<file path="src/rtl/gpio_pkg.sv">
package gpio_pkg;
  localparam int ADDR_W = 3;
  typedef enum logic [ADDR_W-1:0] {
    OFF_IN   = 3'd0,
    OFF_OUT  = 3'd1,
    OFF_DIR  = 3'd2,
    OFF_FLAG = 3'd3,
    OFF_EDGE = 3'd4,
    OFF_IE   = 3'd5,
    OFF_FSEL = 3'd6,
    OFF_PULL = 3'd7
  } reg_off_e;
endpackage

</file>
<file path="src/rtl/gpio_sync.sv">
module gpio_sync #(
  parameter int WIDTH  = 8,
  parameter int STAGES = 2
) (
  input  logic             clk_i,
  input  logic             rst_ni,
  input  logic [WIDTH-1:0] d_i,
  output logic [WIDTH-1:0] q_o
);
  logic [STAGES-1:0][WIDTH-1:0] stage_q;

  always_ff @(posedge clk_i or negedge rst_ni) begin
    if (!rst_ni) stage_q[0] <= '0;
    else         stage_q[0] <= d_i;
  end

  for (genvar s = 1; s < STAGES; s++) begin : g_stage
    always_ff @(posedge clk_i or negedge rst_ni) begin
      if (!rst_ni) stage_q[s] <= '0;
      else         stage_q[s] <= stage_q[s-1];
    end
  end

  assign q_o = stage_q[STAGES-1];
endmodule

</file>
<file path="src/rtl/gpio_edge_flags.sv">
module gpio_edge_flags #(
  parameter int WIDTH = 8
) (
  input  logic             clk_i,
  input  logic             rst_ni,
  input  logic [WIDTH-1:0] level_i,
  input  logic [WIDTH-1:0] fall_sel_i,
  input  logic             flag_we_i,
  input  logic [WIDTH-1:0] flag_wdata_i,
  output logic [WIDTH-1:0] hit_o,
  output logic [WIDTH-1:0] flag_o
);
  logic [WIDTH-1:0] prev_q;
  logic [WIDTH-1:0] flag_q;

  for (genvar b = 0; b < WIDTH; b++) begin : g_bit
    logic rise, fall;
    assign rise     = level_i[b] & ~prev_q[b];
    assign fall     = ~level_i[b] & prev_q[b];
    assign hit_o[b] = fall_sel_i[b] ? fall : rise;

    always_ff @(posedge clk_i or negedge rst_ni) begin
      if (!rst_ni) begin
        prev_q[b] <= 1'b0;
        flag_q[b] <= 1'b0;
      end else begin
        prev_q[b] <= level_i[b];
        // edge has priority over a same-cycle software clear
        if (hit_o[b])       flag_q[b] <= 1'b1;
        else if (flag_we_i) flag_q[b] <= flag_wdata_i[b];
      end
    end
  end

  assign flag_o = flag_q;
endmodule

</file>
<file path="src/rtl/gpio_ctrl_regs.sv">
module gpio_ctrl_regs
  import gpio_pkg::*;
#(
  parameter int WIDTH = 8
) (
  input  logic              clk_i,
  input  logic              rst_ni,
  input  logic              we_i,
  input  logic [ADDR_W-1:0] addr_i,
  input  logic [WIDTH-1:0]  wdata_i,
  output logic [WIDTH-1:0]  out_q,
  output logic [WIDTH-1:0]  dir_q,
  output logic [WIDTH-1:0]  edge_q,
  output logic [WIDTH-1:0]  ie_q,
  output logic [WIDTH-1:0]  fsel_q,
  output logic [WIDTH-1:0]  pull_q
);
  always_ff @(posedge clk_i or negedge rst_ni) begin
    if (!rst_ni) begin
      out_q  <= '0;
      dir_q  <= '0;
      edge_q <= '0;
      ie_q   <= '0;
      fsel_q <= '0;
      pull_q <= '0;
    end else if (we_i) begin
      unique case (reg_off_e'(addr_i))
        OFF_OUT:  out_q  <= wdata_i;
        OFF_DIR:  dir_q  <= wdata_i;
        OFF_EDGE: edge_q <= wdata_i;
        OFF_IE:   ie_q   <= wdata_i;
        OFF_FSEL: fsel_q <= wdata_i;
        OFF_PULL: pull_q <= wdata_i;
        default: ;
      endcase
    end
  end
endmodule

</file>
<file path="src/rtl/gpio_port.sv">
module gpio_port
  import gpio_pkg::*;
#(
  parameter int WIDTH = 8
) (
  input  logic              clk_i,
  input  logic              rst_ni,
  input  logic              we_i,
  input  logic [ADDR_W-1:0] addr_i,
  input  logic [WIDTH-1:0]  wdata_i,
  output logic [WIDTH-1:0]  rdata_o,
  input  logic [WIDTH-1:0]  pin_i,
  output logic [WIDTH-1:0]  pin_o,
  output logic [WIDTH-1:0]  pin_oe_o,
  output logic [WIDTH-1:0]  pull_en_o,
  input  logic [WIDTH-1:0]  periph_i,
  output logic [WIDTH-1:0]  periph_o,
  output logic              irq_o
);
  logic [WIDTH-1:0] level;
  logic [WIDTH-1:0] out_q, dir_q, edge_q, ie_q, fsel_q, pull_q;
  logic [WIDTH-1:0] flag_q, hit;
  logic             flag_we;

  gpio_sync #(.WIDTH(WIDTH), .STAGES(2)) u_sync (
    .clk_i (clk_i),
    .rst_ni(rst_ni),
    .d_i   (pin_i),
    .q_o   (level)
  );

  gpio_ctrl_regs #(.WIDTH(WIDTH)) u_regs (
    .clk_i  (clk_i),
    .rst_ni (rst_ni),
    .we_i   (we_i),
    .addr_i (addr_i),
    .wdata_i(wdata_i),
    .out_q  (out_q),
    .dir_q  (dir_q),
    .edge_q (edge_q),
    .ie_q   (ie_q),
    .fsel_q (fsel_q),
    .pull_q (pull_q)
  );

  assign flag_we = we_i && (reg_off_e'(addr_i) == OFF_FLAG);

  gpio_edge_flags #(.WIDTH(WIDTH)) u_flags (
    .clk_i       (clk_i),
    .rst_ni      (rst_ni),
    .level_i     (level),
    .fall_sel_i  (edge_q),
    .flag_we_i   (flag_we),
    .flag_wdata_i(wdata_i),
    .hit_o       (hit),
    .flag_o      (flag_q)
  );

  always_comb begin
    unique case (reg_off_e'(addr_i))
      OFF_IN:   rdata_o = level;
      OFF_OUT:  rdata_o = out_q;
      OFF_DIR:  rdata_o = dir_q;
      OFF_FLAG: rdata_o = flag_q;
      OFF_EDGE: rdata_o = edge_q;
      OFF_IE:   rdata_o = ie_q;
      OFF_FSEL: rdata_o = fsel_q;
      default:  rdata_o = pull_q;
    endcase
  end

  assign pin_o     = (fsel_q & periph_i) | (~fsel_q & out_q);
  assign pin_oe_o  = dir_q;
  assign pull_en_o = pull_q;
  assign periph_o  = level;
  assign irq_o     = |(flag_q & ie_q);
endmodule

</file>
<file path="config.mk">
export PLATFORM = sky130hd
export DESIGN_NAME = gpio_port
export DESIGN_NICKNAME = d
export VERILOG_FILES = /design/src/rtl/gpio_pkg.sv /design/src/rtl/gpio_sync.sv /design/src/rtl/gpio_edge_flags.sv /design/src/rtl/gpio_ctrl_regs.sv /design/src/rtl/gpio_port.sv
export SDC_FILE = /design/constraint.sdc
export NUM_CORES = 1
export LEC_CHECK = 0
export BUFFER_PORTS_ARGS = -buffer_cell sky130_fd_sc_hd__clkbuf_2
export CAP_MARGIN = 20
export CORE_MARGIN = 2
export CORE_UTILIZATION = 30
export CTS_CLUSTER_DIAMETER = 30
export DETAILED_ROUTE_END_ITERATION = 16
export PLACE_DENSITY = 0.61
export SLEW_MARGIN = 10
export SYNTH_ARGS = -nofsm -noshare
export SYNTH_HDL_FRONTEND = slang
export SYNTH_SLANG_ARGS = --single-unit
</file>
<file path="constraint.sdc">
create_clock -name clk_i -period 2.65 [get_ports clk_i]
set_input_delay 0.3975 -clock clk_i [delete_from_list [all_inputs] [get_ports clk_i]]
set_output_delay 0.3975 -clock clk_i [all_outputs]
set_load 0.005 [all_outputs]
</file>
==> impl_metrics.env, run 1 <==
export IMPL_finalSetupViolations=0
export IMPL_io_pins=71
export IMPL_leakagePower_nw=2.04
export IMPL_fp_row_count=40
export IMPL_layout_drive_gt1_share_pct=42.2
export IMPL_clk_latency_ps=340
export IMPL_finalSetupTns_ps=0
export IMPL_p_total_w=0.00340
export IMPL_grt_total_usage_pct=14.2
export IMPL_drv_slew=0
export IMPL_grt_overflow_total=0
export IMPL_path_max_fanout=24
export IMPL_crit_start="addr_i[2]"
export IMPL_synth_nets=327
export IMPL_post_drt_wl_per_cell_um=17.1
export IMPL_powerDensity_nw_per_um2=765
export IMPL_avgViaCountPerCell=4.89
export IMPL_antenna_found_initial=0
export IMPL_syn_to_final_growth_pct=21.2
export IMPL_grt_pass1_vias=2489
export IMPL_drtPass1Iterations=4
export IMPL_period_share_pct=86.5
export IMPL_cp_start_kind="primary input"
export IMPL_start_util_pct=30.7
export IMPL_crit_type="primary input to output port"
export IMPL_ctsResizeCount=0
export IMPL_synth_seq_cells=80
export IMPL_die_h_um=115
export IMPL_grt_pass1_wl_um=14100
export IMPL_antenna_diode_count=0
export IMPL_clockRootBuffer="clkbuf_16"
export IMPL_clk_pin_slew_worst_paths_ps=60
export IMPL_htree_num_levels=3
export IMPL_layout_commonest_cell="dfrtp_1"
export IMPL_drc=0
export IMPL_cts_tree="done"
export IMPL_cts_buffers=9
export IMPL_num_vias=2526
export IMPL_period_needed_ps=2290
export IMPL_clk_path_buf_depth=2
export IMPL_ys_flop_type="dfrtp_1"
export IMPL_irDropWorstVdd_uv=230
export IMPL_synth_edf_count=0
export IMPL_final_hold_viol_count=0
export IMPL_crit_path_end_kind="output port"
export IMPL_synth_avg_cell_area_um2=12.4
export IMPL_async_flop_share_pct=100
export IMPL_gp_congestion=0.864
export IMPL_ctsHoldBuffers=0
export IMPL_postSynthCellCount=297
export IMPL_final_net_count=397
export IMPL_hpwl_um=6410
export IMPL_drtIter0Drc=72
export IMPL_slew_headroom_pct=58.9
export IMPL_antenna_left=0
export IMPL_rsz0062_at_grt="false"
export IMPL_chipWidth_um=115
export IMPL_fin_skew_ps=5.11
export IMPL_fill_cells=1162
export IMPL_seq_area_frac_synth_pct=54.6
export IMPL_yosys_warnings=0
export IMPL_core_area_um2=12000
export IMPL_die_area_um2=13100
export IMPL_fmax_mhz=436
export IMPL_regToRegSetupSlack_ps=1830
export IMPL_ys_types=33
export IMPL_cts_setup_buffers=0
export IMPL_portBuffers=70
export IMPL_grt_start_max_net_pins=47
export IMPL_reg2reg_from="u_regs.edge_q[3]$_DFFE_PN0P_"
export IMPL_arrival_ps=1890
export IMPL_cap_violations=0
export IMPL_worstMarginPinSlew_ps=616
export IMPL_outcome="completed"
export IMPL_required_ps=2250
export IMPL_synth_area_um2=3670
export IMPL_worstHoldPathType="primary input to async pin"
export IMPL_drt_wl_total_um=8840
export IMPL_cts_sinks=80
export IMPL_final_cell_mix="dfrtp_1, clkbuf_2, mux2_2"
## cell usage after synthesis (all sizes together) (5+ instances only)
| master | instances | area [um^2] |
|---|---|---|
| dfrtp | 80 | 2000 |
| mux2 | 58 | 683 |
| nor2 | 37 | 144 |
| buf | 19 | 133 |
| nand2 | 18 | 67.6 |
| mux2i | 16 | 160 |
| a31oi | 13 | 81.3 |
| a21oi | 11 | 55.1 |
| o211ai | 8 | 60.1 |
| nand2b | 5 | 38.8 |
| nor4b | 5 | 43.8 |
## routing by layer
metal	global-route usage (%)	wire (um)	up-vias	share of wire, %
met4	8.05	336	0	3.8
li1	-	-	1206	-
met2	20.6	3850	68	44
met5	0	0	-	0
met3	2.70	461	20	5.2
met1	19.7	4180	1232	47
## power by group
part / leakage [nW] / switching (W) / internal, W / total, W
combinational: 0.965 / 0.000253 / 0.000343 / 0.000596
clock: 0.141 / 0.000472 / 0.000745 / 0.00122
sequential: 0.930 / 0.000175 / 0.00141 / 0.00159
total: 2.04 / 0.000900 / 0.00250 / 0.00340
## critical path: stages
cell and delay (ps):
clkbuf_2 400, buf_4 310, mux2i_1 110, nor2_1 120, a21oi_1 60, a31oi_1 300, clkbuf_2 180
## stage by stage
| stage | instances | hold slack [ps] | cell area [um^2] | setup WS (ps) | util [%] |
|---|---|---|---|---|---|
| after floorplan | 297 | 102 | 3670 | 1020 | - |
| after global placement | 503 | 332 | 4160 | 519 | 34.8 |
| after detailed placement | 503 | 336 | 4160 | 435 | 34.8 |
| after CTS | 517 | 102 | 4450 | 432 | 37.2 |
| after global routing | 517 | 147 | 4450 | 302 | 37.2 |
| final | 517 | 84.5 | 4450 | 359 | 37.2 |
## flip-flops by register name (all words and copies together), names as in the netlist
name	flops
u_regs.pull_q	8
u_regs.edge_q	8
u_regs.ie_q	8
u_flags.prev_q	8
u_regs.dir_q	8
u_sync.stage_q	8
u_flags.flag_o	8
u_regs.out_q	8
u_regs.fsel_q	8
u_sync.q_o	8
## area by class of cell
class                      count  area [um^2]  area share, %
tap                          147          184           4.14
sequential                    80         2000           45.0
clock buffer                  11          243           5.46
clock inverter                 3         43.8          0.985
timing repair buffer          79          445           10.0
multi-input combinational    197         1530           34.4
## worst paths after layout
check,endpoint,cells after the start
worst max-delay path,rdata_o[5],7
max in group asynchronous,u_regs.fsel_q[5]$_DFFE_PN0P_,2
worst max register to register,u_regs.edge_q[3]$_DFFE_PN0P_,1
min in group clk_i,u_sync.stage_q[6]$_DFF_PN0_,1
worst min register to register,u_sync.q_o[5]$_DFF_PN0_,0
worst min-delay path,u_sync.stage_q[4]$_DFF_PN0_,1
## logic make-up (layout without fill, tap and decap cells)
| logic type | Yosys count | count (layout) | share of synthesized area, % |
|---|---|---|---|
| flops | 80 | 80 | 54.6 |
| compound gates | 44 | 44 | 7.64 |
| mux | 74 | 74 | 23.0 |
| simple gates | 79 | 79 | 11.1 |
| buf+inv | 20 | 93 | 3.72 |
Note: power is estimated with default switching activity, not from simulation.
==> run 2, diff against run 1 <==
GPL_TIMING_DRIVEN = 0   (was default)
==> impl_metrics.env, run 2 (synthesis results as in run 1) <==
export IMPL_outcome="completed"
export IMPL_drtPass1Iterations=4
export IMPL_final_cell_mix="dfrtp_1, clkbuf_2, mux2_2"
export IMPL_start_util_pct=30.7
export IMPL_drc=0
export IMPL_final_net_count=409
export IMPL_ctsHoldBuffers=0
export IMPL_chipWidth_um=115
export IMPL_p_switching_w=0.000923
export IMPL_grt_pass1_vias=2574
export IMPL_die_area_um2=13100
export IMPL_post_drt_wl_per_cell_um=17.0
export IMPL_required_ps=2250
export IMPL_holdWs_ps=20.5
export IMPL_gp_congestion=0.826
export IMPL_drtIter0Drc=155
export IMPL_grt_start_max_net_pins=56
export IMPL_final_hold_viol_count=0
export IMPL_fin_skew_ps=5.32
export IMPL_drt_wl_total_um=9050
export IMPL_cap_violations=0
export IMPL_layout_drive_gt1_share_pct=44.3
export IMPL_hpwl_um=6410
export IMPL_worstMarginPinSlew_ps=617
export IMPL_grt_total_usage_pct=14.6
export IMPL_cts_sinks=80
export IMPL_p_clk_share_pct=38.6
export IMPL_portBuffers=70
export IMPL_fmax_mhz=421
export IMPL_seq_power_share_pct=44.2
export IMPL_cp_start_kind="primary input"
export IMPL_drv_slew=0
export IMPL_htree_num_levels=3
export IMPL_core_area_um2=12000
export IMPL_rsz0062_at_grt="false"
export IMPL_clockRootBuffer="clkbuf_16"
export IMPL_irDropWorstVdd_uv=254
export IMPL_p_int_w=0.00265
export IMPL_grt_pass1_wl_um=14500
export IMPL_clk_latency_ps=330
export IMPL_finalSetupTns_ps=0
export IMPL_cts_buffers=9
export IMPL_arrival_ps=1980
export IMPL_grt_overflow_total=0
export IMPL_comb_power_share_pct=17.1
export IMPL_antenna_diode_count=0
export IMPL_cts_setup_buffers=0
export IMPL_leakagePower_nw=2.11
export IMPL_finalSetupViolations=0
export IMPL_worstHoldPathType="primary input to async pin"
export IMPL_crit_type="primary input to output port"
export IMPL_switching_share_pct=25.8
export IMPL_slew_headroom_pct=58.9
export IMPL_period_share_pct=89.7
export IMPL_die_h_um=115
export IMPL_crit_path_end_kind="output port"
export IMPL_syn_to_final_growth_pct=24.6
export IMPL_clk_path_buf_depth=2
export IMPL_io_pins=71
export IMPL_path_max_fanout=10
export IMPL_period_needed_ps=2380
export IMPL_ctsResizeCount=0
export IMPL_antenna_left=0
export IMPL_fp_row_count=40
export IMPL_clk_pin_slew_worst_paths_ps=60
export IMPL_antenna_found_initial=0
export IMPL_cts_tree="done"
export IMPL_avgViaCountPerCell=4.89
export IMPL_layout_commonest_cell="dfrtp_1"
export IMPL_num_vias=2597
export IMPL_powerDensity_nw_per_um2=781
-- run 2: cell types whose count changed in the layout (fill, tap and decap cells not counted) --
cell | previous run | this run
clkinv_4 | 1 | 2
clkbuf_4 | 0 | 1
buf_2 | 0 | 7
buf_4 | 8 | 10
buf_12 | 2 | 0
clkinv_2 | 1 | 0
bufinv_16 | 1 | 2
buf_6 | 0 | 2
inv_6 | 0 | 1
clkbuf_8 | 1 | 2
buf_16 | 0 | 1
-- run 2: final timing paths --
path                                                  start                           end  slack [ps]  cells after the start
min in group clk_i                                 pin_i[6]   u_sync.stage_q[6]$_DFF_PN0_         170                      1
worst min register to register  u_sync.stage_q[4]$_DFF_PN0_       u_sync.q_o[4]$_DFF_PN0_         350                      0
worst max-delay path                              addr_i[2]                    rdata_o[5]         270                      7
max in group asynchronous                            rst_ni  u_regs.edge_q[6]$_DFFE_PN0P_        2030                      2
worst max register to register  u_regs.dir_q[2]$_DFFE_PN0P_   u_regs.dir_q[2]$_DFFE_PN0P_        1840                      1
worst min-delay path                                 rst_ni       u_sync.q_o[5]$_DFF_PN0_          20                      1
-- run 2: metrics by stage --
step	instances	total power [W]	setup WS, ps	instance area [um^2]	util [%]
after CTS	531	0.00363	264	4570	38.2
after global routing	531	0.00377	170	4570	38.2
after detailed placement	515	0.00222	273	4230	35.4
after floorplan	297	0.00193	1020	3670	-
after global placement	514	0.00219	253	4200	35.1
final	531	0.00357	274	4570	38.2
-- run 2: area by class of cell --
type | count | area, um^2
Buffer | 20 | 136
Clock buffer | 11 | 253
Clock inverter | 5 | 86.3
Fill cell | 1162 | 7390
Multi-Input combinational cell | 197 | 1530
Sequential cell | 80 | 2000
Tap cell | 147 | 184
Timing Repair Buffer | 71 | 380
-- run 2: critical path, stage by stage --
cell and delay, ps:
clkbuf_2 140, buf_2 280, buf_2 290, nand3_1 430
nor2_1 220, a31oi_1 80, clkbuf_2 130
-- run 2: power groups by stage --
stage | Combinational [W] | Clock, W | Sequential (W)
after detailed placement | 0.000620 | 0 | 0.00160
after global routing | 0.000673 | 0.00149 | 0.00161
final | 0.000611 | 0.00138 | 0.00158
after CTS | 0.000623 | 0.00143 | 0.00158
after floorplan | 0.000376 | 0 | 0.00156
after global placement | 0.000600 | 0 | 0.00159
-- run 2: layer usage --
metal	share of wire (%)	global-route usage [%]	vias up
li1	-	-	1231
met1	46	20.0	1279
met2	47	22.2	76
met3	5.1	3.60	11
met4	1.5	5.77	0
met5	0	0	-
==> run 3, diff against run 2 <==
PLACE_DENSITY = 0.6   (was 0.61)
SYNTH_HIERARCHICAL = 1   (was default)
==> impl_metrics.env, run 3 <==
export IMPL_portBuffers=70
export IMPL_period_needed_ps=2270
export IMPL_final_cell_mix="dfrtp_1, clkbuf_2, mux2_2"
export IMPL_reg2reg_from="u_sync/q_o[1]$_DFF_PN0_"
export IMPL_cap_violations=0
export IMPL_finalSetupViolations=0
export IMPL_io_pins=71
export IMPL_irDropWorstVdd_uv=356
export IMPL_hpwl_um=6870
export IMPL_cts_buffers=9
export IMPL_fin_skew_ps=5.98
export IMPL_cts_sinks=80
export IMPL_gp_congestion=0.800
export IMPL_die_h_um=115
export IMPL_grt_pass1_vias=2724
export IMPL_holdWs_ps=76.5
export IMPL_path_max_fanout=10
export IMPL_drv_slew=0
export IMPL_final_hold_viol_count=0
export IMPL_fp_row_count=40
export IMPL_drt_wl_total_um=9800
export IMPL_ctsResizeCount=0
export IMPL_cts_setup_buffers=0
export IMPL_leakagePower_nw=2.01
export IMPL_clk_pin_slew_worst_paths_ps=50
export IMPL_chipWidth_um=115
export IMPL_syn_to_final_growth_pct=22.7
export IMPL_fin_cells=508
export IMPL_cts_tree="done"
export IMPL_outcome="completed"
export IMPL_die_area_um2=13200
export IMPL_antenna_found_initial=0
export IMPL_antenna_left=0
export IMPL_dp_cells=493
export IMPL_num_vias=2606
export IMPL_start_util_pct=30.8
export IMPL_p_total_w=0.00331
export IMPL_cp_start_kind="primary input"
export IMPL_synth_nets=305
export IMPL_fmax_mhz=441
export IMPL_drc=0
export IMPL_period_share_pct=85.5
export IMPL_clockRootBuffer="clkbuf_16"
export IMPL_crit_path_end_kind="output port"
export IMPL_final_net_count=387
export IMPL_synth_avg_cell_area_um2=13.4
export IMPL_drtPass1Iterations=4
export IMPL_reg2regPathDepth=3
export IMPL_rsz0062_at_grt="false"
export IMPL_core_area_um2=12000
export IMPL_layout_drive_gt1_share_pct=42.4
export IMPL_grt_total_usage_pct=15.7
export IMPL_yosys_warnings=6
export IMPL_worstMarginPinSlew_ps=616
export IMPL_reg2reg_to="u_flags/flag_o[1]$_DFFE_PN0P_"
export IMPL_crit_type="primary input to output port"
export IMPL_drtIter0Drc=98
export IMPL_slew_headroom_pct=58.9
export IMPL_finalSetupTns_ps=0
export IMPL_ctsHoldBuffers=0
export IMPL_required_ps=2250
export IMPL_grt_start_max_net_pins=45
export IMPL_clk_latency_ps=330
export IMPL_layout_commonest_cell="dfrtp_1"
export IMPL_grt_overflow_total=0
export IMPL_clk_path_buf_depth=2
export IMPL_postSynthCellCount=275
export IMPL_avgViaCountPerCell=5.13
export IMPL_grt_pass1_wl_um=15400
export IMPL_synth_area_um2=3700
export IMPL_htree_num_levels=3
export IMPL_antenna_diode_count=0
export IMPL_arrival_ps=1870
export IMPL_post_drt_wl_per_cell_um=19.3
export IMPL_regToRegSetupSlack_ps=1720
export IMPL_powerDensity_nw_per_um2=730
export IMPL_worstHoldPathType="primary input to async pin"
[run 3: worst max path at each step]
stage                          from                          end  slack [ps]  cells after the start
after global routing      addr_i[1]                   rdata_o[1]         340                      6
after global placement       rst_ni  u_sync/stage_q[0]$_DFF_PN0_         340                      1
after floorplan           addr_i[1]                   rdata_o[0]        1040                      6
after detailed placement  addr_i[1]                   rdata_o[4]         400                      6
final                     addr_i[1]                   rdata_o[7]         380                      6
after CTS                 addr_i[1]                   rdata_o[4]         400                      6
[run 3: metrics by stage]
step                      setup WS [ps]  cell area [um^2]  utilization [%]
after floorplan                    1040              3700                -
after global placement              339              4230             35.2
after detailed placement            398              4260             35.5
after CTS                           399              4540             37.8
after global routing                344              4540             37.8
final                               384              4540             37.8
[run 3: final cells by class]
class / count / area (um^2)
clock inverter: 3 / 17.5
sequential: 80 / 2000
clock buffer: 12 / 256
tap: 147 / 184
timing repair buffer: 71 / 380
fill: 1201 / 7480
inverter: 1 / 3.75
buffer: 22 / 165
multi-input combinational: 172 / 1530
[run 3: layer usage]
| metal | GRT usage (%) | part of all wire (%) |
|---|---|---|
| met5 | 0 | 0 |
| met4 | 5.54 | 1.9 |
| met3 | 4.43 | 5.1 |
| met2 | 24.5 | 48 |
| met1 | 21.0 | 45 |
[run 3: worst max-delay path, cell delays in order]
cell	delay, ps
clkbuf_2	170
buf_6	160
buf_2	290
nand3_1	380
o22a_1	340
clkbuf_2	120
[run 3: power breakdown]
group	total, W	internal (W)	leakage (nW)	switching (W)
sequential	0.00158	0.00141	0.930	0.000160
combinational	0.000594	0.000329	0.943	0.000265
clock	0.00114	0.000677	0.134	0.000463
